$ cat src/rtl/led_matrix_scan.sv
module led_matrix_scan #(
  parameter int COLS  = 12,
  parameter int ROWS  = 10,
  parameter int HOLD  = 50000,
  parameter int BLANK = 4
) (
  input  logic                        clk,
  input  logic                        rst,
  input  logic                        wr_en,
  input  logic [$clog2(COLS+1)-1:0]   wr_col,
  input  logic [$clog2(ROWS+1)-1:0]   wr_row,
  input  logic [2:0]                  wr_rgb,
  input  logic                        mono_mode,
  input  logic [2:0]                  mono_rgb,
  output logic [$clog2(COLS+1)-1:0]   col_addr,
  output logic [ROWS-1:0]             red_n,
  output logic [ROWS-1:0]             green_n,
  output logic [ROWS-1:0]             blue_n
);
  localparam int CW = $clog2(COLS+1);
  localparam int TW = $clog2(HOLD);
  localparam logic [CW-1:0] OFF = {CW{1'b1}};

  logic [2:0]    pix [COLS][ROWS];
  logic [TW-1:0] tick;
  logic [CW-1:0] col;
  logic [ROWS-1:0] lit_r, lit_g, lit_b;
  logic          blank;
  logic          wr_ok;

  assign blank = (int'(tick) < BLANK);
  assign wr_ok = wr_en && (int'(wr_col) < COLS) && (int'(wr_row) < ROWS);

  always_comb begin
    for (int r = 0; r < ROWS; r++) begin
      logic [2:0] on;
      on = mono_mode ? ({3{pix[col][r][0]}} & mono_rgb) : pix[col][r];
      lit_r[r] = on[0];
      lit_g[r] = on[1];
      lit_b[r] = on[2];
    end
  end

  always_ff @(posedge clk) begin
    if (rst) begin
      tick     <= '0;
      col      <= '0;
      col_addr <= OFF;
      red_n    <= '1;
      green_n  <= '1;
      blue_n   <= '1;
      for (int c = 0; c < COLS; c++)
        for (int r = 0; r < ROWS; r++)
          pix[c][r] <= 3'b000;
    end else begin
      if (wr_ok)
        pix[wr_col][wr_row] <= wr_rgb;
      if (int'(tick) == HOLD-1) begin
        tick <= '0;
        col  <= (int'(col) == COLS-1) ? '0 : col + 1'b1;
      end else begin
        tick <= tick + 1'b1;
      end
      if (blank) begin
        col_addr <= OFF;
        red_n    <= '1;
        green_n  <= '1;
        blue_n   <= '1;
      end else begin
        col_addr <= col;
        red_n    <= ~lit_r;
        green_n  <= ~lit_g;
        blue_n   <= ~lit_b;
      end
    end
  end
endmodule

$ cat config.mk
export PLATFORM = sky130hd
export DESIGN_NAME = led_matrix_scan
export DESIGN_NICKNAME = d
export VERILOG_FILES = /design/src/rtl/led_matrix_scan.sv
export SDC_FILE = /design/constraint.sdc
export NUM_CORES = 1
export LEC_CHECK = 0
export BUFFER_PORTS_ARGS = -buffer_cell sky130_fd_sc_hd__buf_2
export CORE_MARGIN = 10
export CORE_UTILIZATION = 40
export DETAILED_ROUTE_END_ITERATION = 10
export SLEW_MARGIN = 40
export SYNTH_ARGS = -nofsm -noshare
export SYNTH_HDL_FRONTEND = slang
export SYNTH_SLANG_ARGS = --single-unit
$ cat constraint.sdc
create_clock -name clk -period 3.3 [get_ports clk]
set_input_delay 0.66 -clock clk [delete_from_list [all_inputs] [get_ports clk]]
set_output_delay 0.66 -clock clk [all_outputs]
set_load 0.1 [all_outputs]
==> run summary <==
Status - completed
Combinational fraction of design power - 4.6%
Clock-pin slew on the worst setup and hold paths - 0.06 ns
Max Root-Sink Buffers - 3
Synth-to-Final Area Change - 15.7%
Top-Level Pins - 52
Proportion of layout cells with a drive suffix above 1 - 18.7%
Startpoint Class - flop
Wirelength per Cell - 23.8 microns
Die height - 258 microns
Total grt overflow - 0
Worst Reg2Reg Path Length in Cells - 5
Final WL - 60,300 microns
First-pass GRT wire length - 89,900 microns
Cell Rows - 87
Worst min-delay path endpoint - red_n[6]
Pre-CTS WS - 0.694 ns
Capturing point of the worst reg2reg path - green_n[9]
Flops & latches, synth - 538
Crit Path Max Fanout - 12
Power per cell area - 559 nW/um^2
Fin. max-slew vios - 0
Hold WC Path Type - input port to flop
Hold Startpoint - mono_mode
# hold bufs at CTS - 0
Die width - 258 microns
EDFF count, synth - 480
Clock Sinks - 538
Area leader, netlist - edfxtp_1
Required time worst endpoint - 3.81 ns
CP arrival - 2.92 ns
F_max - 0.415 GHz
Setup violators final - 0
Vias post-DR - 14,100
Measured slew at the worst slew-check pin - 0.743 ns
Final Hold Fails - 0
Unrepaired setup endpoints after global routing - no
Reg2Reg Setup Slack - 0.89 ns
Met2 WL - 27,900 microns
Routability congestion estimate from global placement - 0.821
Main synth FF type - edfxtp_1
Tmin final - 2.41 ns
Final Cycle Share - 72.9%
CTS tree - yes
Cts bufs inserted - 54
CTS HTree Levels - 2
Final WS setup - 0.893 ns
Flop pwr share - 53.7%
IO buf count - 51
Int Pwr - 11,500 uW
# DRC - 0
Synth Cell Area - 22,700 sq um
Number of global-route vias before repair - 14,083
Gr usage total - 18.0%
Yosys warns - 0
N_diodes - 0
Synth top area cells - edfxtp_1 64%, mux4_2 12%, nor2_1 6.4%, dfxtp_1 5.1%, a21o_1 3.3%
Post-synth top area share - 63.5%
Post-Synthesis Cells - 1,568
Fin Setup TNS - 0 ns
Register area share after synthesis - 68.6%
Drt first pass iters - 5
Max Used Layer - met5
DRT met1 WL - 24,800 microns
Initial core utilization - 40.3%
Post-Route Skew - 0.0128 ns
Asr flop ratio synth - 0%
Worst VDD drop - 0.374 mV
Mean Syn Cell Area - 14.5 sq um
Max Cap Viol - 0
Slew headroom - 50.0%
P_leak - 0.00882 uW
Switching share of power - 21.6%
Post-cts resize count - 0
Vias per cell - 5.55
Synth top cells by count - 480 x edfxtp_1, 387 x nor2_1, 120 x mux4_2
Top-count cell post-synth - edfxtp_1
Total Nets Final - 1,757
Clock latency on the worst-skew pair - 0.60 ns
Routed wl met3 - 6310 microns
Core footprint - 56,300 sq um
Overall die area - 66,700 sq um
Crit. End Element - flop
Crit Path Category - flop to flop
Clk pwr share - 41.7%
Psw - 3180 uW
Largest net degree at the start of global routing - 66
DRT iter0 DRCs - 1,571
Worst hold stages - 3
Antenna violations before repair - 3
DP HPWL - 40,700 microns
Root buffer cell - clkbuf_16
Synth cell types - 40
ANT nets after route - 0
Number of setup buffers added after CTS - 0
==> power groups by stage <==
| stage | logic [uW] | registers [uW] | clock network [uW] |
|---|---|---|---|
| 5_1_grt | 712 | 7900 | 6530 |
| 3_3_place_gp | 647 | 8010 | 0 |
| 4_1_cts | 661 | 7880 | 6250 |
| 6_report | 671 | 7880 | 6130 |
| 3_5_place_dp | 659 | 8020 | 0 |
| 2_1_floorplan | 362 | 8020 | 0 |
==> routing by layer <==
layer	up-vias	global-route usage [%]
met2	750	28.1
met4	6	5.15
li1	6100	-
met5	-	0
met3	106	4.14
met1	7138	24.8
==> area by class of cell <==
type	instances	area, sq um
fill	4972	30000
sequential	538	15600
multi-input combinational	1019	7100
clock buffer	74	1570
tap	756	946
timing repair buffer	118	827
clock inverter	28	220
inverter	6	22.5
==> kinds of logic after synthesis <==
group	count (synthesis)	share of synthesized area, %
compound gates	215	6.82
xor+xnor	12	0.463
fa+ha+maj	2	0.110
buf+inv	130	2.17
flops	538	68.6
mux	120	11.9
other cells	1	0.0165
simple gates	550	9.88
==> through the flow <==
| step | power (uW) | util, % | instance area (sq um) | hold WS (ns) | instances |
|---|---|---|---|---|---|
| 3_5_place_dp | 8680 | 43.5 | 24500 | 0.473 | 2437 |
| 5_1_grt | 15100 | 46.7 | 26300 | 0.458 | 2539 |
| 3_3_place_gp | 8660 | 43.5 | 24500 | 0.444 | 2437 |
| 6_report | 14700 | 46.7 | 26300 | 0.414 | 2539 |
| 2_1_floorplan | 8380 | - | 23100 | 0.430 | 1687 |
| 4_1_cts | 14800 | 46.7 | 26300 | 0.489 | 2539 |
==> worst max-delay path: stages, from the launching register on <==
cell	delay [ns]
dfxtp_4	0.55
buf_4	0.34
mux4_2	0.59
a22oi_1	0.32
nand2_1	0.23
a22oi_1	0.29
==> worst max path at each step <==
stage               startpoint          end  slack, ns
global placement           rst  pix[11][18]       0.70
detailed placement         rst  pix[11][18]       0.69
global route              flop    blue_n[1]       0.81
finish                    flop   green_n[9]       0.89
CTS                       flop   green_n[9]       0.92
floorplan                  rst  pix[11][18]       0.70
==> registers in the layout (all words and copies together), names as in the netlist, named ones only <==
| signal | flops |
|---|---|
| red_n | 10 |
| col | 4 |
| blue_n | 10 |
| tick | 16 |
| col_addr | 4 |
| green_n | 10 |
| pix | 480 |
==> cell usage in the layout, fill, tap and decap left out, types with 3 or more instances in the layout <==
cell / n
buf_4: 62
o21ai_0: 21
buf_2: 50
nand2b_1: 7
a22oi_1: 80
and3_1: 7
a21o_1: 100
nand4_1: 6
nor2_1: 386
nor3_1: 7
conb_1: 120
xor2_1: 3
clkinv_2: 11
mux4_2: 120
inv_1: 6
clkbuf_1: 11
dfxtp_1: 56
buf_12: 5
clkbuf_8: 4
nand3_1: 9
edfxtp_1: 480
inv_6: 3
clkinv_4: 3
or4_1: 4
clkinv_1: 7
nor2b_1: 3
clkbuf_16: 59
a21oi_1: 6
xnor2_1: 9
nand2_1: 94
and2_1: 9
Power figures use the tool's default switching activity.
